===== src/rtl/intr_vec_pkg.sv =====
package intr_vec_pkg;
  localparam int unsigned NUM_SRC = 32;
  localparam int unsigned PRIO_W  = 4;
  localparam int unsigned DATA_W  = 32;
  localparam int unsigned ADDR_W  = 7;
  localparam int unsigned IDX_W   = $clog2(NUM_SRC);

  // word addresses of the register file
  localparam logic [ADDR_W-1:0] A_RAW   = 7'h00;
  localparam logic [ADDR_W-1:0] A_EN    = 7'h01;
  localparam logic [ADDR_W-1:0] A_CLASS = 7'h02;
  localparam logic [ADDR_W-1:0] A_FORCE = 7'h03;
  localparam logic [ADDR_W-1:0] A_FIQST = 7'h04;
  localparam logic [ADDR_W-1:0] A_IRQST = 7'h05;
  localparam logic [ADDR_W-1:0] A_VEC   = 7'h06;
  localparam logic [ADDR_W-1:0] A_DEFV  = 7'h07;
  // banked regions, selected by the bits above the index
  localparam logic [ADDR_W-IDX_W-1:0] B_PRIO = 2'b01;
  localparam logic [ADDR_W-IDX_W-1:0] B_VECT = 2'b10;

  typedef struct packed {
    logic wrEn;
    logic wrClass;
    logic wrForce;
    logic wrDefVec;
    logic wrPrio;
    logic wrVect;
    logic [IDX_W-1:0] idx;
  } regStrobe_t;
endpackage


===== src/rtl/intr_vec_ctl.sv =====
module intr_vec_ctl
  import intr_vec_pkg::*;
(
  input  logic              clk,
  input  logic              rstN,
  input  logic [ADDR_W-1:0] regAddr,
  input  logic              regWe,
  input  logic              regRe,
  input  logic              winValid,
  input  logic [PRIO_W-1:0] winPrio,
  output regStrobe_t        strobe,
  output logic              svcActive,
  output logic [PRIO_W-1:0] svcPrio
);
  logic [ADDR_W-IDX_W-1:0] bank;
  logic claim, done;

  assign bank  = regAddr[ADDR_W-1:IDX_W];
  assign claim = regRe && (regAddr == A_VEC) && winValid;
  assign done  = regWe && (regAddr == A_VEC);

  always_comb begin
    strobe     = '0;
    strobe.idx = regAddr[IDX_W-1:0];
    if (regWe) begin
      strobe.wrEn     = (regAddr == A_EN);
      strobe.wrClass  = (regAddr == A_CLASS);
      strobe.wrForce  = (regAddr == A_FORCE);
      strobe.wrDefVec = (regAddr == A_DEFV);
      strobe.wrPrio   = (bank == B_PRIO);
      strobe.wrVect   = (bank == B_VECT);
    end
  end

  // single-level service state: end of service wins over a new claim
  always_ff @(posedge clk) begin
    if (!rstN) begin
      svcActive <= 1'b0;
      svcPrio   <= '1;
    end else if (done) begin
      svcActive <= 1'b0;
      svcPrio   <= '1;
    end else if (claim) begin
      svcActive <= 1'b1;
      svcPrio   <= winPrio;
    end
  end
endmodule


===== src/rtl/intr_vec_dp.sv =====
module intr_vec_dp
  import intr_vec_pkg::*;
(
  input  logic               clk,
  input  logic               rstN,
  input  logic [NUM_SRC-1:0] irqLines,
  input  regStrobe_t         strobe,
  input  logic [DATA_W-1:0]  regWdata,
  input  logic [ADDR_W-1:0]  regAddr,
  input  logic               svcActive,
  input  logic [PRIO_W-1:0]  svcPrio,
  output logic [DATA_W-1:0]  regRdata,
  output logic               fiqOut,
  output logic               irqOut,
  output logic               winValid,
  output logic [PRIO_W-1:0]  winPrio,
  output logic [NUM_SRC-1:0] rawStat,
  output logic [NUM_SRC-1:0] enMask,
  output logic [NUM_SRC-1:0] classMask
);
  logic [NUM_SRC-1:0] forceMask, fiqPend, irqPend, eligible;
  logic [DATA_W-1:0]  defVec;
  logic [PRIO_W-1:0]  prioArr [NUM_SRC];
  logic [DATA_W-1:0]  vectArr [NUM_SRC];
  logic [IDX_W-1:0]   winIdx;

  always_ff @(posedge clk) begin
    if (!rstN) begin
      enMask    <= '0;
      classMask <= '0;
      forceMask <= '0;
      defVec    <= '0;
    end else begin
      if (strobe.wrEn)     enMask    <= regWdata[NUM_SRC-1:0];
      if (strobe.wrClass)  classMask <= regWdata[NUM_SRC-1:0];
      if (strobe.wrForce)  forceMask <= regWdata[NUM_SRC-1:0];
      if (strobe.wrDefVec) defVec    <= regWdata;
    end
  end

  for (genvar g = 0; g < NUM_SRC; g++) begin : g_src
    always_ff @(posedge clk) begin
      if (!rstN) begin
        prioArr[g] <= '1;
        vectArr[g] <= '0;
      end else begin
        if (strobe.wrPrio && strobe.idx == IDX_W'(g)) prioArr[g] <= regWdata[PRIO_W-1:0];
        if (strobe.wrVect && strobe.idx == IDX_W'(g)) vectArr[g] <= regWdata;
      end
    end
    assign eligible[g] = irqPend[g] && (!svcActive || prioArr[g] < svcPrio);
  end

  assign rawStat = irqLines | forceMask;
  assign fiqPend = rawStat & enMask & classMask;
  assign irqPend = rawStat & enMask & ~classMask;

  // strict compare in index order: the lower index keeps a tie
  always_comb begin
    winValid = 1'b0;
    winIdx   = '0;
    winPrio  = '1;
    for (int i = 0; i < NUM_SRC; i++) begin
      if (eligible[i] && (!winValid || prioArr[i] < winPrio)) begin
        winValid = 1'b1;
        winIdx   = IDX_W'(i);
        winPrio  = prioArr[i];
      end
    end
  end

  always_comb begin
    regRdata = '0;
    case (regAddr[ADDR_W-1:IDX_W])
      B_PRIO:  regRdata = DATA_W'(prioArr[regAddr[IDX_W-1:0]]);
      B_VECT:  regRdata = vectArr[regAddr[IDX_W-1:0]];
      default: begin
        case (regAddr)
          A_RAW:   regRdata = DATA_W'(rawStat);
          A_EN:    regRdata = DATA_W'(enMask);
          A_CLASS: regRdata = DATA_W'(classMask);
          A_FORCE: regRdata = DATA_W'(forceMask);
          A_FIQST: regRdata = DATA_W'(fiqPend);
          A_IRQST: regRdata = DATA_W'(irqPend);
          A_VEC:   regRdata = winValid ? vectArr[winIdx] : defVec;
          A_DEFV:  regRdata = defVec;
          default: regRdata = '0;
        endcase
      end
    endcase
  end

  always_ff @(posedge clk) begin
    if (!rstN) begin
      fiqOut <= 1'b0;
      irqOut <= 1'b0;
    end else begin
      fiqOut <= |fiqPend;
      irqOut <= winValid;
    end
  end
endmodule


===== src/rtl/intr_vector_ctrl.sv =====
module intr_vector_ctrl
  import intr_vec_pkg::*;
(
  input  logic              clk,
  input  logic              rstN,
  input  logic [31:0]       irqLines,
  input  logic [6:0]        regAddr,
  input  logic              regWe,
  input  logic              regRe,
  input  logic [31:0]       regWdata,
  output logic [31:0]       regRdata,
  output logic              fiqOut,
  output logic              irqOut
);
  regStrobe_t         strobe;
  logic               svcActive, winValid;
  logic [PRIO_W-1:0]  svcPrio, winPrio;
  logic [NUM_SRC-1:0] rawStat, enMask, classMask;

  intr_vec_ctl u_ctl (
    .clk(clk), .rstN(rstN), .regAddr(regAddr), .regWe(regWe), .regRe(regRe),
    .winValid(winValid), .winPrio(winPrio), .strobe(strobe),
    .svcActive(svcActive), .svcPrio(svcPrio)
  );

  intr_vec_dp u_dp (
    .clk(clk), .rstN(rstN), .irqLines(irqLines), .strobe(strobe),
    .regWdata(regWdata), .regAddr(regAddr), .svcActive(svcActive),
    .svcPrio(svcPrio), .regRdata(regRdata), .fiqOut(fiqOut), .irqOut(irqOut),
    .winValid(winValid), .winPrio(winPrio), .rawStat(rawStat),
    .enMask(enMask), .classMask(classMask)
  );
endmodule


===== config.mk =====
export PLATFORM = sky130hd
export DESIGN_NAME = intr_vector_ctrl
export DESIGN_NICKNAME = d
export VERILOG_FILES = /design/src/rtl/intr_vec_pkg.sv /design/src/rtl/intr_vec_ctl.sv /design/src/rtl/intr_vec_dp.sv /design/src/rtl/intr_vector_ctrl.sv
export SDC_FILE = /design/constraint.sdc
export NUM_CORES = 2
export LEC_CHECK = 0
export BUFFER_PORTS_ARGS = -buffer_cell sky130_fd_sc_hd__buf_2
export CORE_MARGIN = 1
export CORE_UTILIZATION = 31
export CTS_BUF_LIST = sky130_fd_sc_hd__clkbuf_4 sky130_fd_sc_hd__clkbuf_8 sky130_fd_sc_hd__clkbuf_16
export CTS_CLUSTER_DIAMETER = 80
export DETAILED_ROUTE_END_ITERATION = 10
export GPL_ROUTABILITY_DRIVEN = 1
export PLACE_DENSITY_LB_ADDON = 0.05
export SYNTH_ARGS = -nofsm -noshare
export SYNTH_HDL_FRONTEND = slang
export SYNTH_SLANG_ARGS = --single-unit
export TNS_END_PERCENT = 100

===== constraint.sdc =====
create_clock -name clk -period 57.6 [get_ports clk]
set_clock_uncertainty 0.15 [all_clocks]
set_input_delay 2.88 -clock clk [delete_from_list [all_inputs] [get_ports clk]]
set_output_delay 2.88 -clock clk [all_outputs]
set_load 0.05 [all_outputs]

# ---- Yosys cells after proc, flatten, opt, wreduce, memory -nomap -nowiden
# Memory sizes are Yosys's and may differ from the RTL's.
# Index checks and enable logic that the tools add are counted.
dict set report totals {
  reg_bits 135
  ram_bits 1152
  inputBits 75
  out_inout_bits 34
  memories 2
}
dict set report classes {
  order_cmp 63
  n_eq_ne 40
  muxes 356
  n_bitwise 70
  reduce_logical 229
}
# memory words word_bits rd rd_ports_with_merged_regs write_ports line
set mem_list {}
lappend mem_list {u_dp.vectArr 32 32 2 0 32 intr_vec_dp.sv:24} ;# logic [DATA_W-1:0] vectArr [NUM_SRC];
lappend mem_list {u_dp.prioArr 32 4 33 0 32 intr_vec_dp.sv:23} ;# logic [PRIO_W-1:0] prioArr [NUM_SRC];
# operator count
set ops {}
lappend ops {{32-bit 2-to-1 mux} 33}
lappend ops {{4-bit 2-to-1 mux} 72}
lappend ops {{32-bit one-hot mux with 8 select lines} 1}
lappend ops {{4-bit < comparator} 63}
lappend ops {{1-bit 2-to-1 mux} 226}
lappend ops {{1-bit logical AND} 130}
lappend ops {{32-bit AND} 3}
lappend ops {{5-bit == test (second input constant)} 16}
lappend ops {{5-bit 2-to-1 mux} 16}
lappend ops {{1-bit OR} 64}
lappend ops {{32-bit one-hot mux with 2 select lines} 1}
lappend ops {{1-bit logical OR} 63}
lappend ops {{5-bit by 4-bit == test with 1-bit output (second input constant)} 8}
lappend ops {{1-bit zero test} 32}
lappend ops {{32-bit NOT} 1}
lappend ops {{32-bit OR} 1}
lappend ops {{32-bit OR reduction} 1}
lappend ops {{7-bit by 3-bit == test with 1-bit output (second input constant)} 4}
lappend ops {{5-bit by 3-bit == test with 1-bit output (second input constant)} 4}
lappend ops {{7-bit by 2-bit == test with 1-bit output (second input constant)} 2}
lappend ops {{3-bit 2-to-1 mux} 4}
lappend ops {{5-bit by 2-bit == test with 1-bit output (second input constant)} 2}
lappend ops {{7-bit by 1-bit == test with 1-bit output (second input constant)} 1}
lappend ops {{7-bit zero test} 1}
lappend ops {{other kinds (8)} 9}

# ---- Depth between registers and ports, before layout
# An unclocked memory read counts as a cell.
dict set report depth {
  word_depth 133
  ltp_mapped 267
}

# ---- Cells and area by module
# From an unflattened synthesis, not the netlist that was laid out.
dict set report hier_totals {
  hier_cells 7203
  hier_area_um2 79117.1
}
# module n_inst cells_each area_per_inst_um2 seq_area_each_um2
set modules_own_cells {}
lappend modules_own_cells {intr_vec_dp 1 7163 78774.3 37195.7}
lappend modules_own_cells {intr_vec_ctl 1 40 342.8 100.1}

# ---- Worst setup path before layout
# No wires, ideal clock.
dict set report synth_timing {
  path_kind {in2out}
  start {in irqLines[0]}
  end {out regRdata[27]}
  arrival_ns 46.412
  required_ns 54.570
  path_slack_ns 8.158
  stages 248
  path_cell_list {o21ai_1 > nand2b_1 > a21o_1 > buf_2 > nor2_1 > ha_1 > inv_2 > nor3b_1 > a311oi_1 > nor2_1 > nor2_1 > nor3_1 > a21oi_1 > inv_1 > ha_1 > inv_1 > a211oi_1 > mux2i_1 > [... 212 more ...] > nor2_1 > a21oi_1 > ha_1 > a211o_1 > nor4_1 > inv_1 > o21a_1 > buf_8 > nand2_4 > buf_8 > buf_8 > buf_2 > buf_6 > nand2_1 > and3_1 > a311oi_1 > o21ai_1 > a31oi_1}
}
dict set report synth_via {
  elab_chain_len 133
}
# item line
set synth_rtl {}
lappend synth_rtl {{start, declared} intr_vector_ctrl.sv:6} ;# input logic [31:0] irqLines,
lappend synth_rtl {{32-bit OR (*)} intr_vec_dp.sv:54} ;# assign rawStat = irqLines | forceMask;
lappend synth_rtl {{32-bit AND (*) (2 in a row)} intr_vec_dp.sv:56} ;# assign irqPend = rawStat & enMask & ~classMask;
lappend synth_rtl {{1-bit logical AND (*)} intr_vec_dp.sv:51} ;# assign eligible[g] = irqPend[g] && (!svcActive || prioArr[g] < svcPrio);
lappend synth_rtl {{4-bit 2-to-1 mux or 1-bit 2-to-1 mux (tied branches)} intr_vec_dp.sv:64} ;# if (eligible[i] && (!winValid || prioArr[i] < winPrio)) begin
lappend synth_rtl {{4-bit < comparator or 1-bit zero test (tied branches)} intr_vec_dp.sv:64}
lappend synth_rtl {{1-bit logical OR} intr_vec_dp.sv:64}
lappend synth_rtl {{1-bit logical AND} intr_vec_dp.sv:64}
lappend synth_rtl {{4-bit 2-to-1 mux or 1-bit 2-to-1 mux (tied branches)} intr_vec_dp.sv:64}
lappend synth_rtl {{[... 116 more ...]} --}
lappend synth_rtl {{4-bit < comparator or 1-bit zero test (tied branches)} intr_vec_dp.sv:64}
lappend synth_rtl {{1-bit logical OR} intr_vec_dp.sv:64}
lappend synth_rtl {{1-bit logical AND} intr_vec_dp.sv:64}
lappend synth_rtl {{5-bit 2-to-1 mux} intr_vec_dp.sv:64}
lappend synth_rtl {{memory read 32 x 32 bit} --}
lappend synth_rtl {{32-bit 2-to-1 mux (*)} intr_vec_dp.sv:85} ;# A_VEC: regRdata = winValid ? vectArr[winIdx] : defVec;
lappend synth_rtl {{32-bit one-hot mux with 8 select lines (*)} intr_vec_dp.sv:78} ;# case (regAddr)
lappend synth_rtl {{32-bit one-hot mux with 2 select lines (*)} intr_vec_dp.sv:74} ;# case (regAddr[ADDR_W-1:IDX_W])
lappend synth_rtl {{end, declared} intr_vector_ctrl.sv:11} ;# output logic [31:0] regRdata,
# Mark *: on every way between the ends. The rest lies on a longest branch, timed or not.

# ---- Worst setup path after layout
dict set report layout_timing {
  start {in irqLines[0]}
  end {out regRdata[3]}
}
# The elaborated chain is that of the path after synthesis.

==> impl_metrics.yaml <==
status:
  status: "completed"
worst_hold_path:
  min_path_cells: 2
  hold_path_startpoint: "u_dp.forceMask[20]"
  hold_end: "u_dp.forceMask[20]"
  min_path_type: "flip-flop to flip-flop"
synthesis:
  yosys-top-cells-area: "edfxtp_1 44%, mux4_2 10%, and2_1 8.3%"
  synth_enable_flop_cells: 1152
  async_reset_ff_frac: 0
  seq_area_frac_synth: 0.472
  netlist.area_leader.share: 0.438
  synth.largest_area_cell: "edfxtp_1"
  synth_area_per_cell_um2: 11.0
  synth_seq_cells: 1287
  synth_cell_types: 137
  ys.flop_type: "edfxtp_1"
  syn-num-nets: 7422
  syn_inst: 7213
  yosysWarnings: 0
  syn_area_um2: 79000
die:
  rows: 184
  fp.dieW_um: 507
  start_util: 0.313
  io_pins: 109
  chipHeight_um: 507
  dieArea_um2: 257000
  core_area_um2: 252000
worst_setup_path:
  reg2reg_depth: 237
  crit_path_max_fanout: 20
  required_ns: 54.57
  crit_type: "primary input to output pin"
  reg2reg_from: "u_ctl.svcPrio[1]"
  rrSetupSlack_ns: 10.36
  start_kind: "primary input"
  reg2reg_to: "u_ctl.svcPrio[0]"
  cp_common_cell: "ha_1"
  endpoint_kind: "output pin"
  crit_path_top_delay_cell: "or4_4"
  critical_path_arrival_ns: 51.43
  max_stage_delay_ns: 0.70
timing:
  fin_crit_sh: 0.945
  clock.fmax_mhz: 18.4
  fin_crit_ns: 54.46
  final_max_slew_viol_count: 0
  setup_viol: 0
  slew_headroom: 0.0858
  fin_ws_ns: 3.14
  hold_viol_final: 0
  max_slew.worst_pin.slew_ns: 1.36
  tns_ns: 0
cells_and_area:
  final_cell_mix: "1152 x edfxtp_1, 1050 x and2_1, 898 x nand2_1"
  utilization: 0.353
  drive_above_1_share: 0.175
  layout_commonest_cell: "edfxtp_1"
  fin_cells: 10600
  num-nets-final: 7333
  synthToLayoutAreaGrowth_pct: 12.8
clock_network:
  clock-root-buffer: "clkbuf_16"
  cts-hold-fix-buffers: 0
  insertion_delay_ns: 0.83
  clk_pin_slew_ns: 0.05
  h-tree-depth: 4
  ctsLongestPathBuffers: 3
  cts_tree: "yes"
  cts_sinks: 1287
  cts_buffers: 158
grt:
  grt_overflow: 0
  antenna_found_initial: 52
  grt_usage: 0.292
  grt_pass1_wl_um: 520000
  grt_pass1_vias: 60300
  grt_max_degree: 104
place:
  port_buffers: 108
  pre_cts_ws_ns: 0.0483
  dp_hpwl_um: 245000
  gp_congestion: 0.907
  dp_cells: 10300
routing:
  drtIter0Drc: 8322
  wl_um: 387000
  avgViaCountPerCell: 5.91
  dr.pass1.iters: 6
  drc: 0
  ant_nets: 0
  wl_per_cell_um: 36.5
  via_count: 62800
run:
  max_cap_violations: 0
power_and_ir_drop:
  p_per_area_nw_per_um2: 26.4
  power_mw: 2.35
  peakVddDrop_v: 0.0000352
  p_leak_nw: 31.3
## how the worst max path moves through the flow
stage                      startpoint           end  slack, ns  cells after the start
final                     irqLines[0]   regRdata[3]       3.14                    240
after global routing      irqLines[0]  regRdata[27]     -0.004                    242
after CTS                 irqLines[0]   regRdata[3]        0.1                    238
after detailed placement  irqLines[0]   regRdata[3]       0.05                    238
after global placement    irqLines[0]  regRdata[27]       0.62                    239
after floorplan           irqLines[0]  regRdata[27]       8.16                    248
## kinds of logic (layout without fill, tap and decap cells)
logic type | count (synthesis) | after routing | share of synthesized area
AOI/OAI and AO/OA | 1459 | 1460 | 0.125
xor gates and xnor gates | 9 | 9 | 0.000998
adders and majority gates | 157 | 157 | 0.0242
buffers and inverters | 755 | 786 | 0.0446
DFF | 1287 | 1287 | 0.472
muxes | 671 | 671 | 0.143
other | 0 | 25 | 0
and+or+nand+nor | 2875 | 2879 | 0.190
## flip-flops by register name, summed over array words and instances, names as in the netlist
register and count:
u_dp.irqOut 1, u_ctl.svcActive 1, u_dp.forceMask 32, u_dp.vectArr 1024, u_dp.enMask 32, u_dp.classMask 32
u_ctl.svcPrio 4, u_dp.prioArr 128, u_dp.fiqOut 1, u_dp.defVec 32
## where the power goes
part / total (mW) / switching [mW] / internal (mW) / leakage, nW
Clock: 1.00 / 0.434 / 0.568 / 2.52
Combinational: 0.257 / 0.173 / 0.0844 / 16.6
Sequential: 1.09 / 0.0328 / 1.06 / 12.1
## critical path: cells and delay by family
kind | cells | cell delay [ns]
muxes | 16 | 4.66
and+or+nand+nor | 60 | 8.79
buffers and inverters | 33 | 3.29
adders and majority gates | 32 | 8.87
AOI/OAI and AO/OA | 99 | 22.77
## final cells by class
type	count	area [um2]
fill	25000	163000
multi-input combinational	5176	39300
sequential	1287	37300
clock buffer	197	4320
tap	3348	4190
timing repair buffer	363	2720
clock inverter	88	706
inverter	138	520
antenna	25	62.6
## synthesized netlist by cell type (all sizes together), types with 21 or more instances
cell,number
edfxtp,1152
and2,1053
nand2,908
clkbuf,426
a21oi,405
mux4,360
o21ai,306
mux2i,269
nor2,231
nand3,228
buf,183
or3,148
inv,137
dfxtp,135
ha,134
o22ai,88
a22oi,64
and3,63
a211oi,62
a21o,62
a31oi,56
nand2b,56
o211ai,43
mux2,42
o221ai,37
nor3,36
a221oi,32
nand4,31
nor2b,26
or2,26
a221o,23
maj3,23
a2111oi,22
a211o,21
a21boi,21
## through the flow
stage	area (um2)	hold WS, ns
floorplan	79000	0.289
global placement	83200	0.305
detailed placement	83200	0.311
CTS	88200	0.319
global route	89000	0.334
finish	89100	0.320
## per-layer routing
metal  share of wire  global-route usage  up-vias
li1                -                   -    26800
met1            0.42               0.390    32500
met2            0.46               0.473     2906
met3           0.069              0.0409      577
met4           0.049               0.126       14
met5         0.00046                   0        -
## timing repair
| action | in CTS | in global routing |
|---|---|---|
| pin swaps | 0 | 16 |
| gates cloned | 0 | 8 |
| setup endpoints to repair | 1 | 32 |
| resized for setup | 1 | 73 |
| setup buffers | 0 | 41 |
| hold endpoints to repair | 0 | 0 |
Power figures use the tool's default switching activity.
